[src/rtl/i2c_bec_pkg.sv]
package i2c_bec_pkg;
  localparam int unsigned CMD_W  = 6;
  localparam int unsigned FLAG_W = 5;

  // command word, bit 0 = start
  typedef struct packed {
    logic rec;
    logic stop;
    logic last;
    logic rx;
    logic tx;
    logic start;
  } cmd_t;

  localparam int unsigned F_ACK  = 0;
  localparam int unsigned F_NAK  = 1;
  localparam int unsigned F_RX   = 2;
  localparam int unsigned F_STOP = 3;
  localparam int unsigned F_REC  = 4;

  localparam logic [1:0] A_CMD  = 2'd0;
  localparam logic [1:0] A_BUF  = 2'd1;
  localparam logic [1:0] A_STAT = 2'd2;
  localparam logic [1:0] A_IEN  = 2'd3;

  localparam int unsigned BUSY_BIT = 8;
  localparam int unsigned SDA_BIT  = 9;
  localparam int unsigned SCL_BIT  = 10;

  typedef enum logic [2:0] {S_IDLE, S_START, S_BIT, S_STOP, S_REC} seq_st_e;
endpackage

[src/rtl/i2c_bec_regs.sv]
module i2c_bec_regs
  import i2c_bec_pkg::*;
#(
  parameter int unsigned DW = 32,
  parameter int unsigned AW = 2
) (
  input  logic              clk_i,
  input  logic              rst_ni,
  input  logic              wr_i,
  input  logic [AW-1:0]     addr_i,
  input  logic [DW-1:0]     wdata_i,
  input  logic [FLAG_W-1:0] ev_i,
  input  logic [7:0]        rx_byte_i,
  input  logic              busy_i,
  input  logic              sda_i,
  input  logic              scl_i,
  output logic              go_o,
  output cmd_t              cmd_o,
  output logic [7:0]        tx_byte_o,
  output logic [DW-1:0]     rdata_o,
  output logic              irq_o,
  output logic [FLAG_W-1:0] status_o
);
  logic [FLAG_W-1:0] st_q, ien_q, clr;
  logic [7:0] tx_q;
  logic sel_cmd, sel_buf, sel_stat, sel_ien;
  logic unused_wdata;

  assign unused_wdata = ^wdata_i[DW-1:8];
  assign sel_cmd  = wr_i && (addr_i == AW'(A_CMD));
  assign sel_buf  = wr_i && (addr_i == AW'(A_BUF));
  assign sel_stat = wr_i && (addr_i == AW'(A_STAT));
  assign sel_ien  = wr_i && (addr_i == AW'(A_IEN));

  assign cmd_o = cmd_t'(wdata_i[CMD_W-1:0]);
  // last alone is not an operation
  assign go_o  = sel_cmd && !busy_i &&
                 (cmd_o.start || cmd_o.tx || cmd_o.rx || cmd_o.stop || cmd_o.rec);
  assign clr   = sel_stat ? wdata_i[FLAG_W-1:0] : '0;

  always_ff @(posedge clk_i or negedge rst_ni) begin
    if (!rst_ni) begin
      st_q  <= '0;
      ien_q <= '0;
      tx_q  <= '0;
    end else begin
      st_q <= (st_q & ~clr) | ev_i;  // set wins over clear
      if (sel_ien) ien_q <= wdata_i[FLAG_W-1:0];
      if (sel_buf) tx_q  <= wdata_i[7:0];
    end
  end

  assign tx_byte_o = tx_q;
  assign status_o  = st_q;
  assign irq_o     = |(st_q & ien_q);

  always_comb begin
    rdata_o = '0;
    if (addr_i == AW'(A_CMD)) begin
      rdata_o[BUSY_BIT] = busy_i;
      rdata_o[SDA_BIT]  = sda_i;
      rdata_o[SCL_BIT]  = scl_i;
    end else if (addr_i == AW'(A_BUF)) begin
      rdata_o[15:0] = {rx_byte_i, tx_q};
    end else if (addr_i == AW'(A_STAT)) begin
      rdata_o[FLAG_W-1:0] = st_q;
    end else begin
      rdata_o[FLAG_W-1:0] = ien_q;
    end
  end
endmodule

[src/rtl/i2c_bec_seq.sv]
module i2c_bec_seq
  import i2c_bec_pkg::*;
#(
  parameter int unsigned REC_PULSES = 9
) (
  input  logic              clk_i,
  input  logic              rst_ni,
  input  logic              tick_i,
  input  logic              go_i,
  input  cmd_t              cmd_i,
  input  logic [7:0]        tx_byte_i,
  input  logic              sda_i,
  output logic              scl_oe_o,
  output logic              sda_oe_o,
  output logic              busy_o,
  output logic [FLAG_W-1:0] ev_o,
  output logic [7:0]        rx_byte_o
);
  localparam int unsigned RCW = $clog2(REC_PULSES + 1);

  seq_st_e    st_q;
  logic [1:0] ph_q;
  logic [3:0] bit_q;
  logic [7:0] sh_q, rx_q;
  logic       is_rx_q, last_q, then_tx_q, rec_mode_q, nak_q, scl_q, sda_q;
  logic [RCW-1:0] rcnt_q;
  logic       fin, byte_end;

  assign fin      = tick_i && (ph_q == 2'd3);
  assign byte_end = fin && (st_q == S_BIT) && (bit_q == 4'd8);

  always_comb begin
    ev_o         = '0;
    ev_o[F_ACK]  = byte_end && !is_rx_q && !nak_q;
    ev_o[F_NAK]  = byte_end && !is_rx_q && nak_q;
    ev_o[F_RX]   = byte_end && is_rx_q;
    ev_o[F_STOP] = fin && (st_q == S_STOP) && !rec_mode_q;
    ev_o[F_REC]  = fin && (st_q == S_STOP) && rec_mode_q;
  end

  always_ff @(posedge clk_i or negedge rst_ni) begin
    if (!rst_ni) begin
      st_q <= S_IDLE;  ph_q <= '0;  bit_q <= '0;  sh_q <= '0;  rx_q <= '0;
      is_rx_q <= 1'b0; last_q <= 1'b0; then_tx_q <= 1'b0; rec_mode_q <= 1'b0;
      nak_q <= 1'b0;   scl_q <= 1'b0;  sda_q <= 1'b0;     rcnt_q <= '0;
    end else if (st_q == S_IDLE) begin
      if (go_i) begin
        ph_q <= '0;  bit_q <= '0;  rcnt_q <= '0;  sh_q <= tx_byte_i;
        last_q <= cmd_i.last;  then_tx_q <= cmd_i.tx;
        rec_mode_q <= 1'b0;    is_rx_q <= 1'b0;
        if (cmd_i.start)     st_q <= S_START;
        else if (cmd_i.rec)  begin st_q <= S_REC; rec_mode_q <= 1'b1; end
        else if (cmd_i.stop) st_q <= S_STOP;
        else if (cmd_i.rx)   begin st_q <= S_BIT; is_rx_q <= 1'b1; end
        else                 st_q <= S_BIT;
      end
    end else if (tick_i) begin
      ph_q <= ph_q + 2'd1;
      unique case (st_q)
        S_START: unique case (ph_q)
          2'd0: sda_q <= 1'b0;
          2'd1: scl_q <= 1'b0;
          2'd2: sda_q <= 1'b1;  // start: SDA falls, SCL high
          default: begin
            scl_q <= 1'b1;
            st_q  <= then_tx_q ? S_BIT : S_IDLE;
          end
        endcase
        S_BIT: unique case (ph_q)
          2'd0: sda_q <= (bit_q == 4'd8) ? (is_rx_q && !last_q) : (!is_rx_q && !sh_q[7]);
          2'd1: scl_q <= 1'b0;
          2'd2: if (bit_q == 4'd8) nak_q <= sda_i;
                else sh_q <= {sh_q[6:0], sda_i};
          default: begin
            scl_q <= 1'b1;
            if (bit_q == 4'd8) begin
              st_q <= S_IDLE;
              if (is_rx_q) rx_q <= sh_q;
            end else bit_q <= bit_q + 4'd1;
          end
        endcase
        S_STOP: unique case (ph_q)
          2'd0: scl_q <= 1'b1;
          2'd1: sda_q <= 1'b1;
          2'd2: scl_q <= 1'b0;
          default: begin
            sda_q <= 1'b0;  // stop: SDA rises, SCL high
            st_q  <= S_IDLE;
          end
        endcase
        S_REC: unique case (ph_q)
          2'd0: if (sda_i) begin st_q <= S_STOP; ph_q <= '0; end
                else scl_q <= 1'b1;
          2'd1: ;
          2'd2: scl_q <= 1'b0;
          default: if (rcnt_q == RCW'(REC_PULSES - 1)) st_q <= S_STOP;
                   else rcnt_q <= rcnt_q + 1'b1;
        endcase
        default: st_q <= S_IDLE;
      endcase
    end
  end

  assign scl_oe_o  = scl_q;
  assign sda_oe_o  = sda_q;
  assign busy_o    = (st_q != S_IDLE);
  assign rx_byte_o = rx_q;
endmodule

[src/rtl/i2c_byte_engine.sv]
module i2c_byte_engine
  import i2c_bec_pkg::*;
#(
  parameter int unsigned DW         = 32,
  parameter int unsigned AW         = 2,
  parameter int unsigned REC_PULSES = 9
) (
  input  logic          clk_i,
  input  logic          rst_ni,
  input  logic          reg_wr_i,
  input  logic [AW-1:0] reg_addr_i,
  input  logic [DW-1:0] reg_wdata_i,
  output logic [DW-1:0] reg_rdata_o,
  input  logic          tick_i,
  input  logic          scl_i,
  input  logic          sda_i,
  output logic          scl_oe_o,
  output logic          sda_oe_o,
  output logic          irq_o
);
  logic [FLAG_W-1:0] ev, status;
  logic [7:0] tx_byte, rx_byte;
  logic busy, go;
  cmd_t cmd;

  i2c_bec_regs #(.DW(DW), .AW(AW)) regs_i (
    .clk_i     (clk_i),
    .rst_ni    (rst_ni),
    .wr_i      (reg_wr_i),
    .addr_i    (reg_addr_i),
    .wdata_i   (reg_wdata_i),
    .ev_i      (ev),
    .rx_byte_i (rx_byte),
    .busy_i    (busy),
    .sda_i     (sda_i),
    .scl_i     (scl_i),
    .go_o      (go),
    .cmd_o     (cmd),
    .tx_byte_o (tx_byte),
    .rdata_o   (reg_rdata_o),
    .irq_o     (irq_o),
    .status_o  (status)
  );

  i2c_bec_seq #(.REC_PULSES(REC_PULSES)) seq_i (
    .clk_i     (clk_i),
    .rst_ni    (rst_ni),
    .tick_i    (tick_i),
    .go_i      (go),
    .cmd_i     (cmd),
    .tx_byte_i (tx_byte),
    .sda_i     (sda_i),
    .scl_oe_o  (scl_oe_o),
    .sda_oe_o  (sda_oe_o),
    .busy_o    (busy),
    .ev_o      (ev),
    .rx_byte_o (rx_byte)
  );
endmodule

[config.mk]
export PLATFORM = sky130hd
export DESIGN_NAME = i2c_byte_engine
export DESIGN_NICKNAME = d
export VERILOG_FILES = /design/src/rtl/i2c_bec_pkg.sv /design/src/rtl/i2c_bec_regs.sv /design/src/rtl/i2c_bec_seq.sv /design/src/rtl/i2c_byte_engine.sv
export SDC_FILE = /design/constraint.sdc
export NUM_CORES = 1
export LEC_CHECK = 0
export ABC_AREA = 0
export BUFFER_PORTS_ARGS = -buffer_cell sky130_fd_sc_hd__buf_2
export CELL_PAD_IN_SITES_DETAIL_PLACEMENT = 0
export CELL_PAD_IN_SITES_GLOBAL_PLACEMENT = 2
export CORE_MARGIN = 8
export CORE_UTILIZATION = 36
export CTS_CLUSTER_DIAMETER = 40
export DETAILED_ROUTE_END_ITERATION = 16
export PLACE_DENSITY_LB_ADDON = 0.05
export SLEW_MARGIN = 40
export SYNTH_ARGS = -nofsm -noshare
export SYNTH_HDL_FRONTEND = slang
export SYNTH_HIERARCHICAL = 1
export SYNTH_SLANG_ARGS = --single-unit
export TNS_END_PERCENT = 50
[constraint.sdc]
create_clock -name clk_i -period 5.1 [get_ports clk_i]
set_input_delay 0.765 -clock clk_i [delete_from_list [all_inputs] [get_ports clk_i]]
set_output_delay 0.765 -clock clk_i [all_outputs]
set_load 0.005 [all_outputs]
# Yosys cells after proc, flatten, opt, wreduce, memory -nomap -nowiden
# Index checks and enable logic that the tools add are counted.
# totals
register_bits	54
output_inout_bits	35
wordCells	169
# classes
addsub	3
n_eq_ne	30
mux	61
n_bitwise	6
reduce_logical	53
# ops
operator	n
$mux W8	7
$mux W4	11
$mux W3	12
$mux W5	4
$reduce_and A5 Y1	4
$logic_and A1 B1 Y1	18
$ne A3 B3 Y1 const B	5
$mux W2	7
$pmux W3 S4	1
$reduce_and A6 Y1	2
$mux W11	1
$and A5 B5 Y5	2
$mux W1	10
$ne A2 B2 Y1 const B	5
$pmux W1 S2	5
$reduce_and A9 Y1	1
$reduce_bool A3 Y1	3
$add A4 B1 Y4 const B	2
$eq A2 B2 Y1 const B	4
$eq A4 B4 Y1 const B	2
$reduce_bool A2 Y1	4
$reduce_and A7 Y1	1
$eq A3 B2 Y1 const B	2
$logic_not A1 Y1	6
other kinds (21)	34

# Logic depth before layout (Yosys ltp)
# Gate-level depths: netlist of run 1.
# depth
depth_word	7
depth_mapped	11
depth_no_buf	8

# Hierarchy
# Netlist of run 1, hierarchy kept.
# by_module_without_submodules
module	instances	cells_each	area_each_um2	seq_area_each_um2
i2c_bec_seq	1	210	2075.7	900.9
i2c_bec_regs	1	107	1134.8	450.4

# Least setup slack after synthesis of run 1
# Ideal clock, no wire load.
# synth_path
path_kind	register -> register
from	register seq_i.st_q[1]
to	register seq_i.st_q[2]
setup_time_ns	0.124
t_arrival_ns	3.096
setup_slack_ns	1.880
path_stages_with_launch	11
path_buffers	3
cell_sequence	dfrtp_1 buf_2 buf_2 nor3_2 inv_1 or4b_1 a21oi_1 or4b_4 buf_6 a32o_1 o31a_1
# synth_between
elab_chain_cells	6
elab_cells_between_ends	22
# synth_lines
item	line_no	rtl
from (decl)	i2c_bec_seq.sv:21	seq_st_e st_q;
from (signal assigned)	i2c_bec_seq.sv:66	st_q <= then_tx_q ? S_BIT : S_IDLE;
$reduce_bool A3 Y1	i2c_bec_seq.sv:106	assign busy_o = (st_q != S_IDLE);
named net busy	i2c_byte_engine.sv:23	logic busy, go;
$logic_not A1 Y1	i2c_bec_regs.sv:37	assign go_o = sel_cmd && !busy_i &&
$logic_and A1 B1 Y1 (2 in a row)	i2c_bec_regs.sv:37	
named net go	i2c_byte_engine.sv:23	
$ne A2 B2 Y1 (no line)	--	
$reduce_and A9 Y1 (no line)	--	
# The timed path passes the listed nets, and every way through them passes these cells. The select of a mux whose other input is x is not followed.
# A chain may end at the register's enable or synchronous reset.

# Worst setup path after layout of run 1
# layout_path
from	register seq_i.st_q[0]
to	register seq_i.st_q[2]
# Same word-level chain as after synthesis.

==> results of run 1 <==
-- final timing paths --
kind,startpoint,end,slack (ns)
max,seq_i/st_q[0]$_DFFE_PN0P_,seq_i/st_q[2]$_DFFE_PN0P_,1.92
min,seq_i/rcnt_q[3]$_DFFE_PN0P_,seq_i/rcnt_q[3]$_DFFE_PN0P_,0.49
max reg2reg,seq_i/st_q[0]$_DFFE_PN0P_,seq_i/st_q[2]$_DFFE_PN0P_,1.92
min reg2reg,seq_i/rcnt_q[3]$_DFFE_PN0P_,seq_i/rcnt_q[3]$_DFFE_PN0P_,0.49
max in group asynchronous,rst_ni,seq_i/bit_q[3]$_DFFE_PN0P_,4.04
min in group asynchronous,rst_ni,seq_i/st_q[0]$_DFFE_PN0P_,0.57
-- synthesized netlist by cell type (2+ instances only) --
master	number	share of area, %
nor3b_1	3	0.70
nand4_1	4	0.78
nor2b_1	5	0.97
mux2_2	30	11
o21ai_1	2	0.31
nand2b_1	3	0.58
and2_1	10	1.9
inv_1	20	2.3
nand3_1	6	0.94
buf_2	5	0.78
and3_1	2	0.39
clkbuf_1	3	0.35
a22o_1	5	1.4
nor3_1	5	0.78
mux2i_1	16	5.0
o21ai_0	12	1.9
buf_4	23	5.4
a21oi_1	4	0.62
o31ai_1	6	1.4
a41oi_1	2	0.55
o211ai_1	4	0.94
nand2_1	25	2.9
ha_1	10	3.9
xor2_1	2	0.55
nor2_1	21	2.5
a31oi_1	5	0.97
nand3b_1	4	0.94
dfrtp_1	54	42
buf_6	3	1.1
-- metal layers --
layer / vias to the layer above / part of all wire (%) / wire, um
li1: 1113 / - / -
met1: 1082 / 49 / 3688
met2: 35 / 47 / 3509
met3: 4 / 3.5 / 266
met4: 0 / 0.48 / 36
met5: - / 0 / 0
-- area by class of cell --
cell class / count / area (sq um)
fillers: 904 / 5206
multi-input cells: 223 / 1602
flip-flops and latches: 54 / 1351
repair buffers: 37 / 192.7
well taps: 108 / 135.1
inverters: 20 / 75.07
clock buffers: 5 / 68.82
clock inverters: 3 / 47.55
-- metrics by stage --
step | hold WS (ns) | power [mW] | area [sq um]
6_report | 0.4872 | 1.432 | 3472
5_1_grt | 0.5262 | 1.561 | 3472
4_1_cts | 0.4982 | 1.456 | 3472
3_5_place_dp | 0.4833 | 1.149 | 3356
3_3_place_gp | 0.4718 | 1.143 | 3348
2_1_floorplan | 0.4451 | 1.007 | 3267
-- kinds of logic after synthesis --
kind of cell	count (synthesis)	synth area share, %
AOI/OAI and AO/OA	50	10.72
xor gates and xnor gates	2	0.5457
muxes	46	15.51
DFF	54	42.09
buffers and inverters	55	10.02
adders and majority gates	10	3.897
and+or+nand+nor	99	17.11
other	1	0.1168
-- where the power goes --
part	switching [mW]	internal [mW]	total, mW
logic	0.252	0.223	0.475
registers	0.126	0.530	0.656
clock network	0.151	0.149	0.300
total	0.529	0.902	1.43
-- worst register-to-register path, stage by stage (launching register included) --
cell	delay [ns]
dfrtp_1	0.64
nor3_2	0.21
buf_4	0.23
inv_1	0.13
or4b_1	0.49
a21oi_1	0.16
or4b_4	0.59
a32o_1	0.34
o31a_1	0.31
-- flip-flops by register name, indices dropped and copies added (netlist names) --
name and count:
seq_i/is_rx_q 1, seq_i/st_q 3, seq_i/rcnt_q 4, seq_i/sda_oe_o 1
regs_i/ien_q 5, seq_i/then_tx_q 1, regs_i/tx_byte_o 8, regs_i/status_o 5
seq_i/scl_oe_o 1, seq_i/last_q 1, seq_i/nak_q 1, seq_i/bit_q 4
seq_i/rx_byte_o 8, seq_i/sh_q 8, seq_i/ph_q 2, seq_i/rec_mode_q 1
==> flow_summary_export.csv, run 1 <==
group,metric,value,unit
status,status,"completed",
drt,via_per_inst,4.964,
sta,fin_setup_tns,0,ns
die,rows,34,
global_route,grt_pass1_wl,12990,um
sta,slew_viol_final,0,
worst_setup_path,crit_type,"register to register",
worst_setup_path,startpoint_type,"register",
clock_network,post_cts_resized,0,
synthesis,syn_area,3211,sq um
cells_and_area,fin_cells,450,
clock_network,cts_sinks,54,
placed_design,gp_congestion,0.7228,
pwr,ir_worst_vdd,0.1636,mV
drt,firstDrtPassIters,4,
clock_network,cts_max_path_buffers,2,
synthesis,synth.distinct_cells,52,
clock_network,postCtsSetupBuffers,0,
synthesis,yosysWarnings,6,
synthesis,synthCells,317,
worst_setup_path,crit_buf_inv,2,
global_route,track_usage,12.62,%
drt,vias,2234,
die,die_height,110.4,um
worst_setup_path,cp.arrival,3.38,ns
placed_design,hpwl,5518,um
die,dieWidth,110.4,um
sta,slew_headroom,52.35,%
sta,fin_crit_sh,62.39,%
synthesis,synth_ff_type,"dfrtp_1",
cells_and_area,nNetsFinal,391,
sta,skew,0.01333,ns
synthesis,ys_async_sr_fraction,100.0,%
die,coreArea,8678,sq um
flow_run,drv_cap,0,
global_route,use_met3,2.706,%
global_route,antenna_found_initial,0,
clock_network,path_clk_slew,0.10,ns
cells_and_area,mostFrequentLayoutCell,"dfrtp_1",
pwr,p_per_area,412.3,nW/um^2
worst_hold_path,min_path_type,"register to register",
die,ios,75,
synthesis,synth_edf_count,0,
sta,report.final.setup_viol,0,
worst_setup_path,crit_family,"simple AND/OR/NAND/NOR gates",
cells_and_area,antennaDiodeCount,0,
synthesis,ys_seq_area_share,42.09,%
global_route,grt_overflow,0,
cells_and_area,syn2layout_area_growth,8.145,%
worst_setup_path,crit_chain,"nor3_2, buf_4, inv_1, or4b_1, a21oi_1, or4b_4, a32o_1, o31a_1",
drt,ant_nets,0,
sta,max_freq,314.3,MHz
clock_network,cts-hold-fix-buffers,0,
die,die-area,12200,sq um
drt,wl_per_cell,16.67,um
sta,setup_ws,1.918,ns
clock_network,clk_latency,0.31,ns
global_route,grt_pass1_vias,2435,
cells_and_area,drive_above_1_share,23.98,%
clock_network,cts_tree,"done",
global_route,use_met2,20.19,%
clock_network,cts_root_buf,"clkbuf_8",
worst_setup_path,cp_max_fo,21,
worst_setup_path,worstRegToRegCells,8,
drt,wl,7501,um
sta,max_slew.worst_pin.slew,0.7147,ns
global_route,grt_max_degree,55,
synthesis,synth_seq_cells,54,
sta,rsz0062_at_grt,"false",
worst_setup_path,critPathSlowestCell,"dfrtp_1",
sta,hold_viol_final,0,
worst_setup_path,cp_slowest_stage_delay,0.64,ns
global_route,grtUsageMet1,17.15,%
drt,drc,0,
pwr,p_leak,1.680,nW
placed_design,post-place-ws,1.911,ns
worst_hold_path,whs_path_depth,1,
placed_design,dp.cells,442,
clock_network,cts_made_buffers,5,
drt,first_iter_violations,37,
synthesis,postSynthAreaPerCell,10.13,sq um
worst_setup_path,required,5.30,ns
clock_network,htree_levels,2,
global_route,grt_busiest_layer,"met2",
cells_and_area,layout_common_cells,"54 x dfrtp_1, 34 x buf_2, 30 x mux2_2, 25 x nand2_1, 21 x nor2_1",
sta,fin_crit,3.182,ns
worst_setup_path,endpoint_kind,"register",
die,initial_core_util,37.00,%
worst_setup_path,cp.depth,8,
cells_and_area,fin_util,40.01,%
placed_design,io_buffers,34,
(Power assumes the default switching activity.)
==> run 2: changes to the inputs <==
- CORE_UTILIZATION: 36 -> 33
- clock period: 5.1 -> 3.16 ns (I/O delays scaled with it)
==> flow_summary_export.csv, run 2 (synthesis gave the netlist of run 1 again) <==
group,metric,value,unit
die,die-area,13140,sq um
worst_setup_path,r2r_slack,0.38,ns
placed_design,gp_congestion,0.7015,
worst_hold_path,min_path_type,"input port to asynchronous set/reset pin",
cells_and_area,drive_above_1_share,25.21,%
flow_run,drv_cap,0,
sta,rsz0062_at_grt,"false",
global_route,grt_pass1_vias,2390,
sta,fin_setup_tns,0,ns
sta,fin_crit_sh,88.08,%
worst_setup_path,endpoint_kind,"register",
die,initial_core_util,33.46,%
placed_design,placed_cell_area,3438,sq um
cells_and_area,fillCellCount,997,
drt,first_iter_violations,70,
die,ios,75,
global_route,antenna_found_initial,0,
worst_setup_path,cp-startpoint,"seq_i/st_q[2]$_DFFE_PN0P_",
pwr,p_per_area,671.8,nW/um^2
drt,vias,2305,
cells_and_area,antennaDiodeCount,0,
clock_network,clk_latency,0.31,ns
global_route,grt_overflow,0,
cells_and_area,post-route-cell-area,3560,sq um
clock_network,cts-hold-fix-buffers,0,
drt,via_per_inst,4.782,
sta,hold_viol_final,0,
sta,skew,0.008805,ns
placed_design,hpwl,5917,um
worst_setup_path,cp_max_fo,10,
clock_network,cts_made_buffers,5,
sta,fin_crit,2.783,ns
clock_network,cts_max_path_buffers,2,
die,coreArea,9594,sq um
clock_network,cts_tree,"done",
drt,wl,7922,um
clock_network,post_cts_resized,0,
sta,report.final.setup_viol,0,
sta,slew_headroom,53.07,%
global_route,track_usage,12.61,%
cells_and_area,nNetsFinal,398,
sta,max_freq,359.3,MHz
worst_setup_path,startpoint_type,"register",
global_route,grt_pass1_wl,12850,um
pwr,ir_worst_vdd,0.1911,mV
status,status,"completed",
cells_and_area,fin_cells,482,
clock_network,htree_levels,2,
sta,slew_viol_final,0,
cells_and_area,mostFrequentLayoutCell,"dfrtp_1",
clock_network,path_clk_slew,0.10,ns
worst_setup_path,required,3.37,ns
die,rows,36,
drt,ant_nets,0,
cells_and_area,layout_common_cells,"54 x dfrtp_1, 34 x buf_2, 30 x mux2_2, 25 x nand2_1, 21 x nor2_1",
drt,firstDrtPassIters,4,
drt,wl_per_cell,16.44,um
worst_setup_path,timing.rr.start,"seq_i/st_q[2]$_DFFE_PN0P_",
clock_network,cts_root_buf,"clkbuf_8",
pwr,power.total,2.391,mW
cells_and_area,syn2layout_area_growth,10.87,%
drt,drc,0,
worst_setup_path,cp.arrival,3.00,ns
worst_setup_path,crit_type,"register to register",
pwr,p_leak,1.718,nW
clock_network,postCtsSetupBuffers,0,
placed_design,io_buffers,34,
placed_design,dp.cells,474,
die,dieWidth,114.6,um
clock_network,cts_sinks,54,
sta,max_slew.worst_pin.slew,0.7039,ns
die,die_height,114.6,um
global_route,grt_max_degree,30,
run 2: critical path, stage by stage, from the launching register on:
cell and delay [ns]:
dfrtp_1 0.42, nor3_4 0.22, inv_1 0.15, or4b_1 0.49
a21oi_1 0.17, or4b_4 0.58, a32o_1 0.33, o31a_1 0.31
run 2: path summary, 6_finish.rpt:
check | to | cells past startpoint
min | seq_i/scl_oe_o$_DFFE_PN0P_ | 1
max | seq_i/st_q[2]$_DFFE_PN0P_ | 7
min in group clk_i | regs_i/tx_byte_o[7]$_DFFE_PN0P_ | 2
max in group asynchronous | seq_i/rx_byte_o[6]$_DFFE_PN0P_ | 2
min reg2reg | seq_i/rcnt_q[3]$_DFFE_PN0P_ | 1
max reg2reg | seq_i/st_q[2]$_DFFE_PN0P_ | 7
run 2: cell type report:
class	count	area, sq um	share of cell area [%]
clock buffers	6	82.58	2.320
repair buffers	44	245.2	6.889
clock inverters	2	38.79	1.090
flip-flops and latches	54	1351	37.96
inverters	20	75.07	2.109
multi-input cells	223	1600	44.96
well taps	133	166.4	4.675
run 2: per-layer routing:
| layer | global-route usage [%] | part of all wire (%) |
|---|---|---|
| met5 | 0 | 0 |
| met4 | 4.791 | 1.6 |
| met3 | 2.057 | 2.5 |
| met2 | 19.91 | 46 |
| met1 | 16.80 | 50 |
run 2: per-stage QoR:
| stage | worst slack, ns | util [%] | hold WS, ns |
|---|---|---|---|
| finish | 0.3765 | 37.10 | 0.1954 |
| global route | 0.2036 | 37.10 | 0.2290 |
| CTS | 0.3378 | 37.10 | 0.2156 |
| detailed placement | 0.3664 | 35.84 | 0.4862 |
| global placement | 0.3773 | 35.84 | 0.4725 |
| floorplan | 0.1133 | - | 0.1784 |
run 2: power breakdown:
part | leakage (nW) | internal [mW] | switching [mW]
combinational | 0.956 | 0.387 | 0.498
sequential | 0.701 | 0.857 | 0.145
clock | 0.0618 | 0.261 | 0.243
